**config.mk**
```make
export PLATFORM = sky130hd
export DESIGN_NAME = txen_delay_ctrl
export DESIGN_NICKNAME = d
export VERILOG_FILES = /design/src/rtl/txen_pkg.sv /design/src/rtl/txen_sync.sv /design/src/rtl/txen_tick_gen.sv /design/src/rtl/txen_delay_fsm.sv /design/src/rtl/txen_pwrdn.sv /design/src/rtl/txen_delay_ctrl.sv
export SDC_FILE = /design/constraint.sdc
export NUM_CORES = 1
export LEC_CHECK = 0
export BUFFER_PORTS_ARGS = -buffer_cell sky130_fd_sc_hd__buf_2
export CORE_MARGIN = 8
export CORE_UTILIZATION = 30
export DETAILED_ROUTE_END_ITERATION = 6
export PLACE_DENSITY_LB_ADDON = 0.12
export SYNTH_ARGS = -nofsm -noshare
export SYNTH_HDL_FRONTEND = slang
export SYNTH_SLANG_ARGS = --single-unit
```
**constraint.sdc**
```tcl
create_clock -name clk -period 2 [get_ports clk]
set_clock_uncertainty 0.15 [all_clocks]
set_input_delay 0.2 -clock clk [delete_from_list [all_inputs] [get_ports clk]]
set_output_delay 0.2 -clock clk [all_outputs]
set_load 0.01 [all_outputs]
```
**src/rtl/txen_pkg.sv**
```systemverilog
package txen_pkg;

  localparam int PD_W = 5;

  typedef enum logic [1:0] {
    ST_IDLE  = 2'd0,
    ST_WAIT  = 2'd1,
    ST_FIXED = 2'd2,
    ST_ON    = 2'd3
  } dly_state_e;

endpackage

```
**src/rtl/txen_sync.sv**
```systemverilog
module txen_sync #(
  parameter int STAGES = 2
) (
  input  logic clk,
  input  logic rst_n,
  input  logic d_i,
  output logic q_o
);

  logic [STAGES-1:0] chain_q;
  logic [STAGES-1:0] chain_d;

  always_comb begin
    chain_d = {chain_q[STAGES-2:0], d_i};
  end

  always_ff @(posedge clk or negedge rst_n) begin
    if (!rst_n) chain_q <= '0;
    else        chain_q <= chain_d;
  end

  assign q_o = chain_q[STAGES-1];

endmodule

```
**src/rtl/txen_tick_gen.sv**
```systemverilog
module txen_tick_gen #(
  parameter int DIV_W = 6
) (
  input  logic clk,
  input  logic rst_n,
  output logic tick_o
);

  logic [DIV_W-1:0] cnt_q;
  logic [DIV_W-1:0] cnt_d;

  always_comb begin
    cnt_d = cnt_q + 1'b1;
  end

  always_ff @(posedge clk or negedge rst_n) begin
    if (!rst_n) cnt_q <= '0;
    else        cnt_q <= cnt_d;
  end

  assign tick_o = &cnt_q;


  tick_single_chk: assert property (@(posedge clk) disable iff (!rst_n)
    tick_o |=> !tick_o);

endmodule

```
**src/rtl/txen_delay_fsm.sv**
```systemverilog
module txen_delay_fsm
  import txen_pkg::*;
#(
  parameter int FIXED_CYC   = 10,
  parameter int SHORT_TICKS = 1,
  parameter int MID_TICKS   = 12,
  parameter int LONG_TICKS  = 19
) (
  input  logic clk,
  input  logic rst_n,
  input  logic en_s_i,
  input  logic tick_i,
  input  logic ext_en_i,
  input  logic ext_long_i,
  output logic valid_o
);

  localparam int TCNT_W = $clog2(LONG_TICKS + 1);
  localparam int FCNT_W = $clog2(FIXED_CYC + 1);
  localparam logic [FCNT_W-1:0] FIXED_LAST = FCNT_W'(FIXED_CYC - 1);

  dly_state_e        st_q, st_d;
  logic [TCNT_W-1:0] tcnt_q, tcnt_d, target;
  logic [FCNT_W-1:0] fcnt_q, fcnt_d;
  logic              tcnt_en, fcnt_en;

  always_comb begin
    if (ext_en_i) target = ext_long_i ? TCNT_W'(LONG_TICKS) : TCNT_W'(MID_TICKS);
    else          target = TCNT_W'(SHORT_TICKS);
  end

  always_comb begin
    st_d   = st_q;
    tcnt_d = tcnt_q;
    fcnt_d = fcnt_q;
    case (st_q)
      ST_IDLE: begin
        if (en_s_i) begin
          st_d   = ST_WAIT;
          tcnt_d = '0;
        end
      end
      ST_WAIT: begin
        if (tick_i) begin
          if (tcnt_q == target - 1'b1) begin
            st_d   = ST_FIXED;
            fcnt_d = '0;
          end else begin
            tcnt_d = tcnt_q + 1'b1;
          end
        end
      end
      ST_FIXED: begin
        if (fcnt_q == FIXED_LAST) st_d   = ST_ON;
        else                      fcnt_d = fcnt_q + 1'b1;
      end
      default: st_d = ST_ON;
    endcase
    if (!en_s_i) begin
      st_d   = ST_IDLE;
      tcnt_d = '0;
      fcnt_d = '0;
    end
  end

  assign tcnt_en = (tcnt_d != tcnt_q);
  assign fcnt_en = (fcnt_d != fcnt_q);

  always_ff @(posedge clk or negedge rst_n) begin
    if (!rst_n) st_q <= ST_IDLE;
    else        st_q <= st_d;
  end

  always_ff @(posedge clk or negedge rst_n) begin
    if (!rst_n)       tcnt_q <= '0;
    else if (tcnt_en) tcnt_q <= tcnt_d;
  end

  always_ff @(posedge clk or negedge rst_n) begin
    if (!rst_n)       fcnt_q <= '0;
    else if (fcnt_en) fcnt_q <= fcnt_d;
  end

  assign valid_o = (st_q == ST_ON);


  valid_drop_chk: assert property (@(posedge clk) disable iff (!rst_n)
    !en_s_i |=> !valid_o);


  valid_needs_en_chk: assert property (@(posedge clk) disable iff (!rst_n)
    $rose(valid_o) |-> (en_s_i && $past(en_s_i)));


  tcnt_bound_chk: assert property (@(posedge clk) disable iff (!rst_n)
    (st_q == ST_WAIT) |-> (tcnt_q < target));


  fcnt_bound_chk: assert property (@(posedge clk) disable iff (!rst_n)
    (st_q == ST_FIXED) |-> (fcnt_q <= FIXED_LAST));

endmodule

```
**src/rtl/txen_pwrdn.sv**
```systemverilog
module txen_pwrdn #(
  parameter int PD_W = 5
) (
  input  logic            clk,
  input  logic            rst_n,
  input  logic            en_s_i,
  input  logic [PD_W-1:0] sel_i,
  output logic [PD_W-1:0] pd_o
);

  logic [PD_W-1:0] pd_q, pd_d;

  for (genvar g = 0; g < PD_W; g++) begin : g_bit
    always_comb pd_d[g] = sel_i[g] & ~en_s_i;
  end

  always_ff @(posedge clk or negedge rst_n) begin
    if (!rst_n) pd_q <= '0;
    else        pd_q <= pd_d;
  end

  assign pd_o = pd_q;


  pd_quiet_chk: assert property (@(posedge clk) disable iff (!rst_n)
    (en_s_i && $past(en_s_i)) |-> (pd_o == '0));

endmodule

```
**src/rtl/txen_delay_ctrl.sv**
```systemverilog
module txen_delay_ctrl
  import txen_pkg::*;
#(
  parameter int DIV_W       = 6,
  parameter int SYNC_STAGES = 2,
  parameter int FIXED_CYC   = 10,
  parameter int SHORT_TICKS = 1,
  parameter int MID_TICKS   = 12,
  parameter int LONG_TICKS  = 19
) (
  input  logic            clk,
  input  logic            rst_n,
  input  logic            txen_i,
  input  logic            ext_dly_en_i,
  input  logic            ext_dly_long_i,
  input  logic [PD_W-1:0] pd_sel_i,
  output logic            out_valid_o,
  output logic [PD_W-1:0] pd_o
);

  logic en_s;
  logic tick;

  txen_sync #(.STAGES(SYNC_STAGES)) u_sync (
    .clk   (clk),
    .rst_n (rst_n),
    .d_i   (txen_i),
    .q_o   (en_s)
  );

  txen_tick_gen #(.DIV_W(DIV_W)) u_tick (
    .clk    (clk),
    .rst_n  (rst_n),
    .tick_o (tick)
  );

  txen_delay_fsm #(
    .FIXED_CYC   (FIXED_CYC),
    .SHORT_TICKS (SHORT_TICKS),
    .MID_TICKS   (MID_TICKS),
    .LONG_TICKS  (LONG_TICKS)
  ) u_fsm (
    .clk        (clk),
    .rst_n      (rst_n),
    .en_s_i     (en_s),
    .tick_i     (tick),
    .ext_en_i   (ext_dly_en_i),
    .ext_long_i (ext_dly_long_i),
    .valid_o    (out_valid_o)
  );

  txen_pwrdn #(.PD_W(PD_W)) u_pd (
    .clk    (clk),
    .rst_n  (rst_n),
    .en_s_i (en_s),
    .sel_i  (pd_sel_i),
    .pd_o   (pd_o)
  );

endmodule

```
# Yosys cells after proc, flatten, opt, wreduce, memory -nomap -nowiden
# Index checks and enable logic that the tools add are counted.
classes:
  addsub: 4
  eq_ne: 10
  mux: 16
  bitwise: 6
  reduce_logical: 3
ops:
  columns: ["cell", "count"]
  rows:
  - ["$mux 5", 5]
  - ["$mux 4", 4]
  - ["$pmux 5 s2", 1]
  - ["$mux 2", 4]
  - ["$pmux 4 s2", 1]
  - ["$add 6x1->6 const B", 1]
  - ["$ne 3x2->1 const B", 2]
  - ["$pmux 2 s3", 1]
  - ["$reduce_and 6->1", 1]
  - ["$add 5x1->5 const B", 1]
  - ["$and 1x1->1", 5]
  - ["$eq 5x5->1", 1]
  - ["$ne 5x5->1", 1]
  - ["$sub 5x1->5 const B", 1]
  - ["$add 4x1->4 const B", 1]
  - ["$eq 2x2->1 const B", 2]
  - ["$eq 4x4->1 const B", 1]
  - ["$ne 4x4->1", 1]
  - ["$ne 3x3->1 const B", 1]
  - ["$reduce_and 3->1", 1]
  - ["$eq 2x1->1 const B", 1]
  - ["$logic_not 2->1", 1]
  - ["$not 1->1", 1]
word_totals:
  ff_bits: 24
  inputBits: 10
  out_inout_bits: 6
  elab_cells: 45

# Depth between registers and ports, before layout
# Gate-level depths: netlist (run 1).
depth:
  depth_word: 9
  depth_mapped: 7
  depth_no_buf: 7

# Cells and area by module
# A second synthesis (run 1) with hierarchy kept.
hier_totals:
  cells_unflattened: 129
  hier_area_um2: 1302.5
by_module_without_submodules:
  columns: ["module", "n_inst", "cells_each", "area_per_inst_um2", "seq_area_each_um2"]
  rows:
  - ["txen_delay_fsm", 1, 98, 857.1, 275.3]
  - ["txen_tick_gen", 1, 19, 239.0, 150.1]
  - ["txen_pwrdn", 1, 10, 156.4, 125.1]
  - ["txen_sync", 1, 2, 50.0, 50.0]

# Worst setup path before layout (run 1)
# No wires, ideal clock.
synth_path:
  path_type: "register to register"
  startpoint: "reg u_fsm.tcnt_q[1]"
  endpoint: "reg u_fsm.st_q[0]"
  setup_time_ns: 0.120
  arrival_time_ns: 1.485
  t_required_ns: 1.730
  setup_slack_ns: 0.244
  path_stages_with_launch: 6
  n_path_buf: 0
  period_less_slack_ns: 1.756
  path_cell_list: "dfrtp_1 -> or3_1 -> a21oi_2 -> o211ai_2 -> a211o_1 -> o211a_1"
synth_between:
  elab_chain_cells: 3
synth_lines:
  columns: ["element", "line", "text"]
  rows:
  - ["from (decl)", "txen_delay_fsm.sv:23", "logic [TCNT_W-1:0] tcnt_q, tcnt_d, target;"]
  - ["from (signal assigned)", "txen_delay_fsm.sv:76", "else if (tcnt_en) tcnt_q <= tcnt_d;"]
  - ["$eq 5x5->1", "txen_delay_fsm.sv:45", "if (tcnt_q == target - 1'b1) begin"]
  - ["$ne 3x2->1 (no line)", null, null]
  - ["$reduce_and 3->1 (no line)", null, null]
  - ["to (signal assigned)", "txen_delay_fsm.sv:71", "else st_q <= st_d;"]
  - ["to (decl)", "txen_delay_fsm.sv:22", "dly_state_e st_q, st_d;"]
# Every way passes these cells.
# A chain may end at the register's enable or synchronous reset.

# Worst setup path after layout (run 1)
# Same ends and word-level chain as after synthesis.

==> results of run 1 <==
-- what timing repair did --
item	in CTS	in global routing
hold buffers	4	0
hold endpoints to repair	27	0
setup endpoints to repair	0	1
setup buffers	0	0
resized for setup	0	1
-- logic make-up after synthesis --
logic type      synth area share (%)
simple gates                    18.0
compound gates                  16.7
flops                           48.0
buf+inv                         3.30
fa+ha+maj                       8.99
xor+xnor                        4.20
mux                            0.899
-- cell usage in the layout, fill, tap and decap left out, drive strengths merged, types with 4 or more instances in the layout --
cell,Yosys,routed
dfrtp,24,24
dlygate4sd3,0,4
nor3,4,4
a21oi,10,10
nand2,13,13
buf,0,19
nor2,4,4
inv,9,9
nor2b,7,7
ha,9,9
nand3,7,7
-- power breakdown --
group	internal (mW)	switching, mW	leakage, nW
clock network	0.267	0.153	0.0357
registers	0.526	0.0529	0.308
logic	0.177	0.256	0.350
-- cell type report --
cell class | count | area, um^2 | area share [%]
Inverter | 9 | 33.8 | 2.21
Multi-Input combinational cell | 89 | 616 | 40.3
Tap cell | 50 | 62.6 | 4.09
Timing Repair Buffer | 23 | 145 | 9.49
Clock buffer | 3 | 41.3 | 2.70
Clock inverter | 1 | 30.0 | 1.96
Sequential cell | 24 | 601 | 39.3
-- worst max-delay path, cell delays in order (launching register included) --
cell,delay [ns]
dfrtp_1,0.46
or3_1,0.38
a21oi_2,0.16
o211ai_2,0.17
a211o_1,0.33
o211a_1,0.12
-- worst max path at each step --
stage | start | endpoint | slack (ns)
after CTS | u_tick.cnt_q[0]$_DFF_PN0_ | u_fsm.tcnt_q[2]$_DFFE_PN0P_ | 0.05
after floorplan | u_fsm.tcnt_q[1]$_DFFE_PN0P_ | u_fsm.st_q[0]$_DFFE_PN0P_ | 0.24
after detailed placement | u_tick.cnt_q[0]$_DFF_PN0_ | u_fsm.tcnt_q[2]$_DFFE_PN0P_ | 0.07
after global placement | u_tick.cnt_q[0]$_DFF_PN0_ | u_fsm.tcnt_q[0]$_DFFE_PN0P_ | 0.14
final | u_fsm.tcnt_q[1]$_DFFE_PN0P_ | u_fsm.st_q[0]$_DFFE_PN0P_ | 0.13
after global routing | u_tick.cnt_q[0]$_DFF_PN0_ | u_fsm.tcnt_q[2]$_DFFE_PN0P_ | 0.007
-- synthesized netlist by cell type --
master,count
nor2_1,3
nand3_2,1
o21a_1,1
a21oi_2,1
o21ai_0,3
inv_1,9
nand4_1,2
nor3_1,4
ha_1,9
a21boi_2,1
o22ai_1,3
o211a_1,1
mux2_2,1
a211o_1,1
xnor2_1,3
a221oi_1,1
a22oi_1,1
nor3b_1,1
o311ai_0,2
a211oi_1,1
dfrtp_1,24
o211ai_2,1
a21oi_1,9
a311oi_1,1
nor2b_1,7
nor2_2,1
and3_1,1
nand2_1,13
nand3_1,6
a31oi_1,2
or3_1,2
xor2_1,3
nand4b_1,1
o221ai_1,1
or3_2,1
clkbuf_1,2
-- metrics by stage --
stage,instances,setup WS (ns)
after floorplan,124,0.244
after global placement,191,0.140
after detailed placement,191,0.0678
after CTS,199,0.0469
after global routing,199,0.00736
final,199,0.127
-- registers in the layout (all words and copies together), names as in the netlist --
register / count
u_tick.cnt_q: 6
u_pd.pd_o: 5
u_fsm.st_q: 2
u_sync.chain_q: 2
u_fsm.tcnt_q: 5
u_fsm.fcnt_q: 4
-- metal layers --
metal	share of wire (%)	vias up	wire length [um]	GRT usage [%]
met4	1.5	0	39	3.82
met2	46	18	1190	12.8
met3	3.8	4	98	2.23
met5	0	-	0	0
met1	49	459	1260	10.1
li1	-	492	-	-
==> results.cfg, run 1 <==
[power_and_ir_drop]
total_power_mw = 1.43
p_per_area_nw_per_um2 = 937
leakagePower_nw = 0.693
vdd_drop_max_v = 0.000331

[detailed_routing]
ant_nets = 0
drtPass1Iterations = 4
vias = 973
wl_per_cell_um = 13.0
route.detailed.drc = 0
via_per_inst = 4.89
drt_wl_total_um = 2590
drt_iter0_markers = 26

[status]
status = completed

[global_routing]
grt-ovfl-total = 0
grt_pass1_wl_um = 4280
antenna_found_initial = 0
grt_max_degree = 25
grt_pass1_vias = 973
grt_usage_pct = 8.20

[min_path]
holdPathEnd = u_pd.pd_o[0]$_DFF_PN0_
min_path_cells = 2
hold_path.class = in2reg
hp-start = pd_sel_i[0]

[floorplan]
core-area_um2 = 4000
io_pins = 16
initial_utilization_pct = 31.3
fp.dieW_um = 80.6
die-area_um2 = 6500
die_h_um = 80.6
fp-row-count = 23

[synthesis]
ys_types = 36
ys_seq_area_share_pct = 48.0
syn-mean-instance-area_um2 = 10.1
synth_top_area_share_pct = 48.0
synth.largest_area_cell = dfrtp_1
syn-num-nets = 143
synth_seq_cells = 24
ys_warn_count = 0
syn_inst = 124
netlist_area_um2 = 1250
synth_top_cells_by_area = dfrtp_1 48%, ha_1 9.0%, nand2_1 3.9%

[clock_tree]
ctsHtreeMaxLevel = 1
clk_latency_ns = 0.26
clock-sinks = 24
cts_buffer_depth = 2
cts_tree = yes
clk_pin_slew_worst_paths_ns = 0.09
cts-root-buf = clkbuf_8
cts_buffers = 3

[layout]
fillers = 396
design_area_um2 = 1530
final_layout_size_suffix_gt1_share_pct = 20.1
num_antenna_cells = 0
layout.nets = 169
final_util_pct = 38.2
syn2layout_area_growth_pct = 22.1

[timing]
fmax_mhz = 534
rsz0062_at_grt = no
fin_tns_setup_ns = 0
whs_ns = 0.00266
final-setup-viol-count = 0
hold_viol = 0
relSlewSlack_pct = 63.6
post-route-period-util_pct = 93.6
tightest_slew_ns = 0.545
post-route-min-period_ns = 1.87
slew_viol_final = 0

[placement]
io_buffers = 15
hpwl_um = 1880
gp_congestion = 0.785
placed_area_um2 = 1410

[worst_setup_path]
worstSetupPathType = reg2reg
start_kind = register
cp-end-kind = register
r2r_cells = 5
cp_data_required_time_ns = 2.01
crit_arrival_ns = 1.88
r2r-start = u_fsm.tcnt_q[1]$_DFFE_PN0P_
rrSetupSlack_ns = 0.13
cp_max_fo = 7
worstReg2RegEnd = u_fsm.st_q[0]$_DFFE_PN0P_

[job]
maxCapViolations = 0
No activity file was read; power rests on OpenSTA's default activity.
==> inputs of run 2 (changes only) <==
--- a/config.mk
+++ b/config.mk
@@ -6,8 +6,9 @@
 export NUM_CORES = 1
 export LEC_CHECK = 0
 export BUFFER_PORTS_ARGS = -buffer_cell sky130_fd_sc_hd__buf_2
+export CORE_ASPECT_RATIO = 0.9
 export CORE_MARGIN = 8
-export CORE_UTILIZATION = 30
+export CORE_UTILIZATION = 40
 export DETAILED_ROUTE_END_ITERATION = 6
 export PLACE_DENSITY_LB_ADDON = 0.12
 export SYNTH_ARGS = -nofsm -noshare
==> results.cfg, run 2 (same netlist as run 1, synthesis figures left out) <==
[detailed_routing]
drt_iter0_markers = 55
wl_per_cell_um = 13.0
drtPass1Iterations = 4
route.detailed.drc = 0
vias = 1023
via_per_inst = 5.30
drt_wl_total_um = 2510
ant_nets = 0

[clock_tree]
cts_buffers = 3
cts-root-buf = clkbuf_4
ctsHtreeMaxLevel = 1
cts_tree = yes
cts_buffer_depth = 2
clk_pin_slew_worst_paths_ns = 0.14
clk_latency_ns = 0.32
clock-sinks = 24

[worst_setup_path]
cp_data_required_time_ns = 2.07
r2r-start = u_fsm.tcnt_q[1]$_DFFE_PN0P_
start_kind = register
cp-end-kind = register
rrSetupSlack_ns = 0.12
cp_max_fo = 7
crit_arrival_ns = 1.95
worstReg2RegEnd = u_fsm.st_q[0]$_DFFE_PN0P_
worstSetupPathType = reg2reg
r2r_cells = 5

[placement]
placed_area_um2 = 1400
dp.cells = 182
io_buffers = 15
place_ws_ns = 0.141
gp_congestion = 0.858
hpwl_um = 1840

[timing]
final-setup-viol-count = 0
setup_ws_ns = 0.123
relSlewSlack_pct = 63.9
slew_viol_final = 0
tightest_slew_ns = 0.541
fin_tns_setup_ns = 0
post-route-min-period_ns = 1.88
rsz0062_at_grt = no
hold_viol = 0
fmax_mhz = 533
post-route-period-util_pct = 93.8

[global_routing]
grt-ovfl-total = 0
antenna_found_initial = 0
grt_usage_pct = 10.6
grt_pass1_wl_um = 4430
grt_pass1_vias = 1002
grt_max_degree = 25

[min_path]
holdPathEnd = u_sync.chain_q[1]$_DFF_PN0_
min_path_cells = 0
hold_path.class = reg2reg
hp-start = u_sync.chain_q[0]$_DFF_PN0_

[floorplan]
fp.dieW_um = 75.0
fp-row-count = 19
die_h_um = 69.1
die-area_um2 = 5180
io_pins = 16
core-area_um2 = 3020
initial_utilization_pct = 41.5

[layout]
layout_common_cells = 24 x dfrtp_1, 15 x buf_2, 13 x nand2_1
final_cells = 193
final_common_cell = dfrtp_1
syn2layout_area_growth_pct = 21.6
final_layout_size_suffix_gt1_share_pct = 19.2
regMostFlops = u_tick.cnt_q
design_area_um2 = 1520
num_antenna_cells = 0
layout.nets = 171
largest_reg_flops = 6

[power_and_ir_drop]
leakagePower_nw = 0.694
total_power_mw = 1.36
vdd_drop_max_v = 0.000404
p_per_area_nw_per_um2 = 894

[status]
status = completed

[job]
maxCapViolations = 0
run 2: through the flow:
step           hold slack (ns)  utilization, %
2_1_floorplan           -0.246               -
3_3_place_gp            0.0682            46.2
3_5_place_dp            0.0640            46.2
4_1_cts                  0.216            50.3
5_1_grt                  0.238            50.4
6_report                 0.212            50.4
run 2: worst max-delay path by stage:
stage | start | endpoint | slack (ns) | depth (start not counted)
final | u_fsm.tcnt_q[1]$_DFFE_PN0P_ | u_fsm.st_q[0]$_DFFE_PN0P_ | 0.12 | 5
after global routing | u_tick.cnt_q[0]$_DFF_PN0_ | u_fsm.tcnt_q[2]$_DFFE_PN0P_ | 0.03 | 6
after CTS | u_tick.cnt_q[0]$_DFF_PN0_ | u_fsm.tcnt_q[0]$_DFFE_PN0P_ | 0.12 | 6
after detailed placement | u_fsm.tcnt_q[1]$_DFFE_PN0P_ | u_fsm.st_q[1]$_DFFE_PN0P_ | 0.14 | 4
after global placement | u_tick.cnt_q[0]$_DFF_PN0_ | u_fsm.tcnt_q[0]$_DFFE_PN0P_ | 0.13 | 6
after floorplan | u_fsm.tcnt_q[1]$_DFFE_PN0P_ | u_fsm.st_q[0]$_DFFE_PN0P_ | 0.24 | 5
run 2: what timing repair did:
| item | in CTS | in global routing |
|---|---|---|
| setup endpoints to repair | 0 | 3 |
| hold buffers | 7 | 0 |
| buffers inserted | 0 | 0 |
| endpoints found under the hold margin | 30 | 0 |
| resized for setup | 0 | 2 |
run 2: worst max-delay path, cell delays in order, from the launching register on:
cell and delay [ns]:
dfrtp_1 0.48, or3_1 0.39, a21oi_2 0.16, o211ai_2 0.16
a211o_1 0.32, o211a_1 0.12
run 2: per-layer routing:
metal	global-route usage, %	up-vias	wire, um
met2	16.2	31	1080
met1	12.9	493	1210
met4	2.61	0	15
li1	-	497	-
met5	0	-	0
met3	5.06	2	205
run 2: cell type report:
cell class | instances | area, um^2
repair buffers | 25 | 168
clock buffers | 3 | 22.5
clock inverters | 1 | 30.0
well taps | 42 | 52.6
multi-input cells | 89 | 616
inverters | 9 | 33.8
fillers | 288 | 1500
flip-flops and latches | 24 | 601
run 2: power by group:
part,internal (mW),leakage [nW],switching (mW)
Combinational,0.182,0.358,0.252
Sequential,0.526,0.308,0.0542
Clock,0.202,0.0279,0.144
Total,0.911,0.694,0.450
